### src/rtl/wba_pkg.sv
package wba_pkg;
  typedef enum logic [0:0] {
    ARB_IDLE  = 1'b0,
    ARB_BURST = 1'b1
  } arb_state_t;
endpackage

### src/rtl/wba_fifo.sv
// Per-channel synchronous buffer with a fill-level output.
module wba_fifo #(
  parameter int DW    = 32,
  parameter int DEPTH = 16,
  localparam int PW   = $clog2(DEPTH),
  localparam int LW   = $clog2(DEPTH + 1)
) (
  input  logic          clk,
  input  logic          rst,
  input  logic          push,
  input  logic [DW-1:0] push_data,
  input  logic          pop,
  output logic [DW-1:0] pop_data,
  output logic [LW-1:0] level,
  output logic          full
);
  logic [DW-1:0] mem [DEPTH];
  logic [PW-1:0] wr_ptr, rd_ptr;
  logic [LW-1:0] cnt;
  logic          do_push, do_pop;

  assign do_push = push && (cnt != LW'(DEPTH));
  assign do_pop  = pop && (cnt != '0);

  // storage: no reset so it maps onto RAM
  always_ff @(posedge clk) begin
    if (do_push) mem[wr_ptr] <= push_data;
  end

  always_ff @(posedge clk) begin
    if (rst) begin
      wr_ptr <= '0;
      rd_ptr <= '0;
      cnt    <= '0;
    end else begin
      if (do_push) wr_ptr <= (wr_ptr == PW'(DEPTH - 1)) ? '0 : wr_ptr + 1'b1;
      if (do_pop)  rd_ptr <= (rd_ptr == PW'(DEPTH - 1)) ? '0 : rd_ptr + 1'b1;
      case ({do_push, do_pop})
        2'b10:   cnt <= cnt + 1'b1;
        2'b01:   cnt <= cnt - 1'b1;
        default: cnt <= cnt;
      endcase
    end
  end

  assign pop_data = mem[rd_ptr];
  assign level    = cnt;
  assign full     = (cnt == LW'(DEPTH));
endmodule

### src/rtl/wba_rr_pick.sv
// Rotating-priority search: first set request at or after 'start'.
module wba_rr_pick #(
  parameter int NCH = 4,
  localparam int CW = $clog2(NCH)
) (
  input  logic [NCH-1:0] req,
  input  logic [CW-1:0]  start,
  output logic           found,
  output logic [CW-1:0]  idx
);
  int j;
  always_comb begin
    found = 1'b0;
    idx   = '0;
    j     = 0;
    for (int k = 0; k < NCH; k++) begin
      j = int'(start) + k;
      if (j >= NCH) j = j - NCH;
      if (!found && req[j]) begin
        found = 1'b1;
        idx   = CW'(j);
      end
    end
  end
endmodule

### src/rtl/wba_addr_gen.sv
// Per-channel write offsets, advanced once per completed burst.
module wba_addr_gen #(
  parameter int NCH = 4,
  parameter int AW  = 32,
  localparam int CW = $clog2(NCH)
) (
  input  logic          clk,
  input  logic          rst,
  input  logic [CW-1:0] look_ch,
  output logic [AW-1:0] look_ptr,
  input  logic          adv,
  input  logic [CW-1:0] adv_ch,
  input  logic [AW-1:0] adv_step,
  input  logic [AW-1:0] adv_region
);
  logic [AW-1:0] wptr [NCH];
  logic [AW-1:0] nxt;

  assign nxt      = wptr[adv_ch] + adv_step;
  assign look_ptr = wptr[look_ch];

  always_ff @(posedge clk) begin
    if (rst) begin
      for (int c = 0; c < NCH; c++) wptr[c] <= '0;
    end else if (adv) begin
      wptr[adv_ch] <= (nxt >= adv_region) ? '0 : nxt;
    end
  end
endmodule

### src/rtl/wm_burst_arb.sv
module wm_burst_arb #(
  parameter int NCH       = 4,
  parameter int DW        = 32,
  parameter int AW        = 32,
  parameter int DEPTH     = 16,
  parameter int MAX_BURST = 8,
  localparam int CW       = $clog2(NCH),
  localparam int LW       = $clog2(DEPTH + 1),
  localparam int BLW      = $clog2(MAX_BURST + 1),
  localparam int BPB      = DW / 8
) (
  input  logic              clk,
  input  logic              rst,
  input  logic [NCH-1:0]    in_valid,
  output logic [NCH-1:0]    in_ready,
  input  logic [NCH*DW-1:0] in_data,
  input  logic [BLW-1:0]    cfg_burst_len,
  input  logic [AW-1:0]     cfg_region_bytes,
  input  logic [NCH*AW-1:0] cfg_base,
  output logic              out_valid,
  input  logic              out_ready,
  output logic [DW-1:0]     out_data,
  output logic              out_last,
  output logic [AW-1:0]     out_addr,
  output logic [CW-1:0]     out_chan
);
  import wba_pkg::*;

  arb_state_t     state_q;
  logic [CW-1:0]  grant_q, rr_q;
  logic [BLW-1:0] beats_left_q, bl_q;
  logic [AW-1:0]  region_q, addr_q;

  logic [LW-1:0]  level_w [NCH];
  logic [DW-1:0]  pop_data_w [NCH];
  logic [NCH-1:0] full_w, pop_w, req_w;
  logic           found_w, load, burst_done;
  logic [CW-1:0]  pick_idx;
  logic [AW-1:0]  look_ptr, base_sel, step;

  assign load = (state_q == ARB_BURST) && (beats_left_q != '0) && (!out_valid || out_ready);
  assign burst_done = (state_q == ARB_BURST) && out_valid && out_ready && out_last;

  // per-channel buffers and request qualification
  for (genvar g = 0; g < NCH; g++) begin : g_ch
    wba_fifo #(.DW(DW), .DEPTH(DEPTH)) u_buf (
      .clk       (clk),
      .rst       (rst),
      .push      (in_valid[g]),
      .push_data (in_data[g*DW +: DW]),
      .pop       (pop_w[g]),
      .pop_data  (pop_data_w[g]),
      .level     (level_w[g]),
      .full      (full_w[g])
    );
    assign in_ready[g] = !full_w[g];
    assign pop_w[g]    = load && (grant_q == CW'(g));
    assign req_w[g]    = (cfg_burst_len != '0) && (level_w[g] >= LW'(cfg_burst_len));
  end

  wba_rr_pick #(.NCH(NCH)) u_pick (
    .req   (req_w),
    .start (rr_q),
    .found (found_w),
    .idx   (pick_idx)
  );

  assign step     = AW'(bl_q) * AW'(BPB);
  assign base_sel = cfg_base[pick_idx*AW +: AW];

  wba_addr_gen #(.NCH(NCH), .AW(AW)) u_addr (
    .clk        (clk),
    .rst        (rst),
    .look_ch    (pick_idx),
    .look_ptr   (look_ptr),
    .adv        (burst_done),
    .adv_ch     (grant_q),
    .adv_step   (step),
    .adv_region (region_q)
  );

  // grant state machine
  always_ff @(posedge clk) begin
    if (rst) begin
      state_q      <= ARB_IDLE;
      grant_q      <= '0;
      rr_q         <= '0;
      beats_left_q <= '0;
      bl_q         <= '0;
      region_q     <= '0;
      addr_q       <= '0;
    end else begin
      case (state_q)
        ARB_IDLE: begin
          if (found_w) begin
            grant_q      <= pick_idx;
            bl_q         <= cfg_burst_len;
            beats_left_q <= cfg_burst_len;
            region_q     <= cfg_region_bytes;
            addr_q       <= base_sel + look_ptr;
            state_q      <= ARB_BURST;
          end
        end
        default: begin
          if (load) beats_left_q <= beats_left_q - 1'b1;
          if (burst_done) begin
            rr_q    <= (grant_q == CW'(NCH - 1)) ? '0 : grant_q + 1'b1;
            state_q <= ARB_IDLE;
          end
        end
      endcase
    end
  end

  // registered output stage
  always_ff @(posedge clk) begin
    if (rst) begin
      out_valid <= 1'b0;
      out_data  <= '0;
      out_last  <= 1'b0;
      out_addr  <= '0;
      out_chan  <= '0;
    end else if (load) begin
      out_valid <= 1'b1;
      out_data  <= pop_data_w[grant_q];
      out_last  <= (beats_left_q == BLW'(1));
      out_addr  <= addr_q;
      out_chan  <= grant_q;
    end else if (out_ready) begin
      out_valid <= 1'b0;
    end
  end
endmodule

### config.mk
export PLATFORM = sky130hd
export DESIGN_NAME = wm_burst_arb
export DESIGN_NICKNAME = d
export VERILOG_FILES = /design/src/rtl/wba_pkg.sv /design/src/rtl/wba_fifo.sv /design/src/rtl/wba_rr_pick.sv /design/src/rtl/wba_addr_gen.sv /design/src/rtl/wm_burst_arb.sv
export SDC_FILE = /design/constraint.sdc
export NUM_CORES = 2
export LEC_CHECK = 0
export ABC_CLOCK_PERIOD_IN_PS = 5900
export BUFFER_PORTS_ARGS = -buffer_cell sky130_fd_sc_hd__clkbuf_2
export CAP_MARGIN = 20
export CORE_MARGIN = 1
export CORE_UTILIZATION = 45
export CTS_CLUSTER_DIAMETER = 100
export CTS_CLUSTER_SIZE = 16
export DETAILED_ROUTE_END_ITERATION = 10
export PLACE_DENSITY = 0.65
export SLEW_MARGIN = 20
export SYNTH_ARGS = -nofsm -noshare
export SYNTH_HDL_FRONTEND = slang
export SYNTH_SLANG_ARGS = --single-unit
### constraint.sdc
create_clock -name clk -period 5.9 [get_ports clk]
set_input_delay 0.59 -clock clk [delete_from_list [all_inputs] [get_ports clk]]
set_output_delay 0.59 -clock clk [all_outputs]
set_load 0.05 [all_outputs]
# [Word level (Yosys, flattened, before mapping)]
# Memory sizes are Yosys's and may differ from the RTL's. A register that Yosys moved wholly into a read port is not among the register bits.
# Cells that the tools add are included.
[op_classes] n_addsub=27 n_mul=0 div_mod_pow=0 magnitude_cmp=14 eq_ne=29 shift=1 muxes=75 bitwise_logic=2 n_reduce_logical=50
[op_table] op="$mux W32" count=8
[op_table] op="$lt A32 B4 Y1 const B" count=4
[op_table] op="$shiftx A128 B8 Y32" count=1
[op_table] op="$ge A32 B4 Y1 const B" count=3
[op_table] op="$sub A32 B4 Y32 const B" count=3
[op_table] op="$mux W4" count=19
[op_table] op="$bmux W32 S2" count=1
[op_table] op="$pmux W5 S2" count=4
[op_table] op="$add A32 B32 Y32" count=1
[op_table] op="$add A32 B6 Y32" count=1
[op_table] op="$add A4 B1 Y4 const B" count=8
[op_table] op="$eq A4 B4 Y1 const B" count=8
[op_table] op="$ge A32 B32 Y1" count=1
[op_table] op="$reduce_or A32 Y1" count=1
[op_table] op="$mux W1" count=31
[op_table] op="$logic_and A1 B1 Y1" count=24
[op_table] op="$add A5 B1 Y5 const B" count=4
[op_table] op="$eq A5 B5 Y1 const B" count=4
[op_table] op="$ge A5 B4 Y1" count=4
[op_table] op="$ne A5 B5 Y1 const B" count=4
[op_table] op="$reduce_bool A5 Y1" count=4
[op_table] op="$sub A5 B1 Y5 const B" count=4
[op_table] op="$mux W2" count=8
[op_table] op="$eq A2 B2 Y1 const B" count=6
[op_table] op="other kinds (19)" count=42
[word_totals] ff_bits=197 latch_bits=0 mem_bits_rw=2176 romBits=0 in_bits=299 out_inout_bits=72 word_cells=227 memories=5
[memory_table] memory="g_ch[0].u_buf.mem" depth=16 width=32 read_ports=1 rd_ports_with_merged_regs=1 wr=1 line="wba_fifo.sv:17" rtl="logic [DW-1:0] mem [DEPTH];"
[memory_table] memory="g_ch[1].u_buf.mem" depth=16 width=32 read_ports=1 rd_ports_with_merged_regs=1 wr=1 line="wba_fifo.sv:17"
[memory_table] memory="g_ch[2].u_buf.mem" depth=16 width=32 read_ports=1 rd_ports_with_merged_regs=1 wr=1 line="wba_fifo.sv:17"
[memory_table] memory="g_ch[3].u_buf.mem" depth=16 width=32 read_ports=1 rd_ports_with_merged_regs=1 wr=1 line="wba_fifo.sv:17"
[memory_table] memory="u_addr.wptr" depth=4 width=32 read_ports=2 rd_ports_with_merged_regs=1 wr=4 line="wba_addr_gen.sv:16" rtl="logic [AW-1:0] wptr [NCH];"

# [Longest topological paths before layout]
[logic_depth] ltp_word=18 ltp_mapped=23 ltp_nobuf=20

# [Modules after synthesis]
# Synthesis repeated with hierarchy kept, for this count alone.
[hier_totals] hier_cells=5120 hier_area_um2=99799.5
[modules_own_cells] mod="wba_fifo (g_ch[1].u_buf ...)" n_inst=3 cells_per_inst=825 area_each_um2=20503.4 seq_area_each_um2=15715.1
[modules_own_cells] mod="wba_fifo (g_ch[0].u_buf)" n_inst=1 cells_per_inst=825 area_each_um2=20573.5 seq_area_each_um2=15715.1
[modules_own_cells] mod="wm_burst_arb" n_inst=1 cells_per_inst=1037 area_each_um2=8834.7 seq_area_each_um2=2902.8
[modules_own_cells] mod="wba_addr_gen" n_inst=1 cells_per_inst=768 area_each_um2=8803.4 seq_area_each_um2=3843.7
[modules_own_cells] mod="wba_rr_pick" n_inst=1 cells_per_inst=15 area_each_um2=77.6 seq_area_each_um2=0.0

# [Worst setup path after synthesis]
# Ideal clock, no wire load.
[synth_path] kind="register -> register" startpoint="register with a tool-made name" endpoint="memory u_addr.wptr[3][8] (data pin)" setup_ps=266 arrival_time_ps=5266 required_time_ps=5634 path_slack_ps=367 path_stages_with_launch=24 path_buffers=5 period_less_slack_ps=5533 cell_sequence="dfxtp_1 -> buf_6 -> buf_8 -> buf_6 -> buf_1 -> mux4_2 -> ha_1 -> a21o_1 -> a21o_1 -> a21oi_1 -> or3_4 -> and3b_2 -> nand4_1 -> xor2_1 -> inv_1 -> ha_1 -> nand4_1 -> or2_2 -> a211o_1 -> nor2_1 -> a31oi_1 -> nand2_1 -> clkbuf_1 -> nor2_1"
[synth_lines] element="end: declaration" line="wba_addr_gen.sv:16"

# [Final worst setup path]
[layout_path] startpoint="input port cfg_burst_len[2]" endpoint="register addr_q[31]"
[layout_between] elab_chain_cells=17 word_cells_on_any_way=39 classes_between="add/sub (1); order compare (4); shift (1); mux (20); reduce/logical (12); memory (1)"
[layout_rtl] element="start: declaration" line="wm_burst_arb.sv:17" rtl="input logic [BLW-1:0] cfg_burst_len,"
[layout_rtl] element="$ge A5 B4 Y1 / $reduce_bool A4 Y1 (equally long branches)" line="wm_burst_arb.sv:58" rtl="assign req_w[g] = (cfg_burst_len != '0) && (level_w[g] >= LW'(cfg_burst_len));"
[layout_rtl] element="$logic_and A1 B1 Y1" line="wm_burst_arb.sv:58"
[layout_rtl] element="$bmux W1 S2" line="wba_rr_pick.sv:19" rtl="if (!found && req[j]) begin"
[layout_rtl] element="$mux W1 (not written as such) (2 in a row)" line="wba_rr_pick.sv:19"
[layout_rtl] element="$mux W1" line="wba_rr_pick.sv:19"
[layout_rtl] element="$logic_not A1 Y1" line="wba_rr_pick.sv:19"
[layout_rtl] element="$logic_and A1 B1 Y1" line="wba_rr_pick.sv:19"
[layout_rtl] element="$mux W1" line="wba_rr_pick.sv:19"
[layout_rtl] element="$logic_not A1 Y1" line="wba_rr_pick.sv:19"
[layout_rtl] element="$logic_and A1 B1 Y1" line="wba_rr_pick.sv:19"
[layout_rtl] element="$mux W1" line="wba_rr_pick.sv:19"
[layout_rtl] element="$logic_not A1 Y1" line="wba_rr_pick.sv:19"
[layout_rtl] element="$logic_and A1 B1 Y1" line="wba_rr_pick.sv:19"
[layout_rtl] element="$mux W2" line="wba_rr_pick.sv:19"
[layout_rtl] element="$shiftx A128 B8 Y32 / $mem_v2 Z4 W32 (equally long branches)"
[layout_rtl] element="$add A32 B32 Y32" line="wm_burst_arb.sv:100" rtl="addr_q <= base_sel + look_ptr;"
[layout_rtl] element="end signal: assignment" line="wm_burst_arb.sv:100"
[layout_rtl] element="end: declaration" line="wm_burst_arb.sv:32" rtl="logic [AW-1:0] region_q, addr_q;"
# Several ways; a longest one is shown, not always the timed one. The select of a mux whose other input is x is not followed.
# A chain may end at the register's enable or synchronous reset.

==> results.toml <==
[detailed_routing]
totalWireLength_mm = 246
drt-vias-per-instance = 5.91
detail_route.iter0.violations = 5162
route.vias.total = 50400
ant_nets = 0
drtPass1Iterations = 5
drc = 0
wl_per_cell_um = 28.9

[clocking]
cts_root_buf = "clkbuf_16"
cts_buffer_depth = 3
htree_num_levels = 4
cts_tree = "done"
numCtsBuffers = 168
clk_pin_slew_ns = 0.08
clkLatencyLatePin_ns = 0.86
cts_sinks = 2391

[logic_synthesis]
async_flop_share_pct = 0
synthDistinctLibCells = 78
synth_seq_area_share_pct = 72.0
ys.flop_type = "edfxtp_1"
synth.avg_cell_area_um2 = 18.8
synthTopCellsByArea = "edfxtp_1, mux4_2, dfxtp_1"
synth_edf_count = 2176
synth_common_cells = "edfxtp_1, mux4_2, nand2_1"
ys_warn_count = 0
syn-cell-area_mm2 = 0.0968
synth_fp_nets = 5568
ys_seq_elements = 2391
syn_inst = 5137
yosysMostFrequentCell = "edfxtp_1"
synth_top_area_share_pct = 67.5
yosysTopAreaCell = "edfxtp_1"

[sta]
worst_slew_pin_slew_ns = 1.10
min_period_ns = 5.57
max_slew_margin_pct = 26.2
period_share_pct = 94.3
fmax_mhz = 180
fin_hold_ws_ns = 0.0780
skew_ns = 0.0406
setup_viol = 0
grt_setup_unrepaired = "false"
slew_viol_final = 0
finalHoldViolCount = 0

[floorplan]
ioPinCount = 371
dieWidth_um = 466
die-area_mm2 = 0.217
core_area_mm2 = 0.213
initial_core_util_pct = 45.4
die_y_um = 466
rows = 169

[hold_path]
min_path_type = "in2reg"

[global_routing]
grt_usage_pct = 22.7
grt_pass1_wl_mm = 356
grt_max_degree = 93
grt_pass1_vias = 50500
antenna_found_initial = 59
grt.overflow.total = 0

[layout]
regArea_mm2 = 0.0697
final_core_util_pct = 50.8
areaGrowthSynthToFinish_pct = 11.7
multiInputGateArea_mm2 = 0.0260
nNetsFinal = 6010
final_layout_size_suffix_gt1_share_pct = 26.9
n_fill_cell = 16900

[place]
hpwl_mm = 150
port_buffers = 370
globalplace.congestion = 0.845

[worst_setup_path]
critPathTopFamily = "compound AO/OA/AOI/OAI gates"
crit_slowest_cell = "dlygate4sd3_1"
worstPathRequired_ns = 6.62
crit_type = "in2reg"
start_kind = "primary input"
slowest_delay_ns = 0.58
endpoint_kind = "flip-flop"
crit_chain = "dlygate4sd3_1 > clkbuf_2 > inv_1 > ha_1 > or4_1 > a21oi_2 > a211o_2 > o21ai_2 > a311o_2 > buf_4 > buf_4 > a211oi_1 > a31oi_1 > ha_1 > a211oi_1 > o21ai_1 > a41oi_4 > o2111a_1 > nor2_1 > a211o_1 > and3_1 > o31a_1"
cp_max_fo = 32
cp.arrival_ns = 6.28
crit_buf_inv = 5

[power]
total_power_mw = 33.8
ir_drop_v = 0.000261
powerDensity_mw_per_mm2 = 313
p_leak_nw = 34.2

[flow_run]
drv_cap = 0

[run_status]
status = "completed"
[cell usage in the layout, fill, tap and decap left out, drive strengths merged, types with 11 or more instances in the layout]
master,Yosys,routed
nor3,37,37
xnor2,35,35
and3,18,18
a21oi,203,203
dfxtp,215,215
clkbuf,149,620
and2,71,71
mux4,702,702
dlygate4sd3,0,32
a211oi,74,74
ha,126,126
nand3,17,17
clkinv,0,13
inv,103,108
buf,136,155
nor2,266,266
a21o,31,31
or3,12,12
mux2i,11,11
nand2,458,458
o211ai,14,14
diode,0,17
nand4,17,17
edfxtp,2176,2176
o21ai,42,42
a31oi,72,72
xor2,47,47
nand2b,17,17
[registers in the layout (all words and copies together) (netlist names), 16 cells and up, named ones only]
signal and cells:
g_ch.u_buf.mem 2048, g_ch.u_buf.rd_ptr 16, region_q 32, addr_q 32, g_ch.u_buf.wr_ptr 16, g_ch.u_buf.level 20, out_addr 32, u_addr.wptr 128
out_data 32
[tightest hold or removal path: stages]
cell and delay [ns]:
clkbuf_2 0.08, nand2_1 0.11, a21oi_1 0.08
[metal layers]
layer | wire, µm | part of all wire, % | global-route usage (%)
met4 | 5700 | 2.3 | 6.16
met5 | 348 | 0.14 | 0
met3 | 17800 | 7.2 | 4.30
met2 | 120000 | 49 | 36.7
met1 | 102000 | 41 | 31.7
[logic make-up (layout without fill, tap and decap cells)]
group | count (synthesis) | in the layout | share of synthesized area (%)
AOI/OAI and AO/OA | 487 | 487 | 3.14
xor gates and xnor gates | 82 | 82 | 0.750
adders and majority gates | 132 | 132 | 1.75
buffers and inverters | 388 | 928 | 1.71
DFF | 2391 | 2391 | 72.0
muxes | 715 | 715 | 16.5
other | 0 | 17 | 0
and+or+nand+nor | 942 | 942 | 4.20
[where the power goes]
group	total, mW	internal (mW)	leakage (nW)	switching (mW)
registers	19.1	18.8	21.6	0.243
logic	3.69	1.32	10.3	2.37
clock network	11.0	5.37	2.32	5.65
[through the flow]
stage                     setup WS [ns]  std cells  area [µm²]  TNS, ns
final                             0.334       8515      108000        0
after global routing            0.00712       8507      108000        0
after CTS                         0.190       8496      108000        0
after detailed placement        -0.0598       8196      103000  -0.0598
after global placement           0.0507       8196      103000        0
after floorplan                   0.367       5137       96800        0
[worst paths after layout]
kind / cells after the start / slack (ns) / to / from
worst min-delay path: 3 / 0.08 / region_q[17]$_SDFFE_PP0P_ / cfg_region_bytes[17]
worst max-delay path: 22 / 0.33 / addr_q[31]$_SDFFE_PP0P_ / cfg_burst_len[2]
worst min register to register: 2 / 0.45 / out_addr[11]$_SDFFE_PP0P_ / addr_q[11]$_SDFFE_PP0P_
worst max register to register: 19 / 0.52 / addr_q[30]$_SDFFE_PP0P_ / g_ch[2].u_buf.level[3]$_SDFFE_PP0P_
[cell type report]
type                            instances  area share [%]
Antenna cell                           17          0.0394
Tap cell                             2821            3.27
Inverter                              103           0.358
Clock inverter                         18           0.295
Timing Repair Buffer                  557            3.28
Clock buffer                          250            4.20
Multi-Input combinational cell       2358            24.1
Sequential cell                      2391            64.5
[timing repair]
action	CTS	global route
buffers inserted	0	2
endpoints found under the hold margin	32	0
gates resized for setup	0	2
setup endpoints to repair	0	10
hold buffers	32	0
Power figures use the tool's default switching activity.
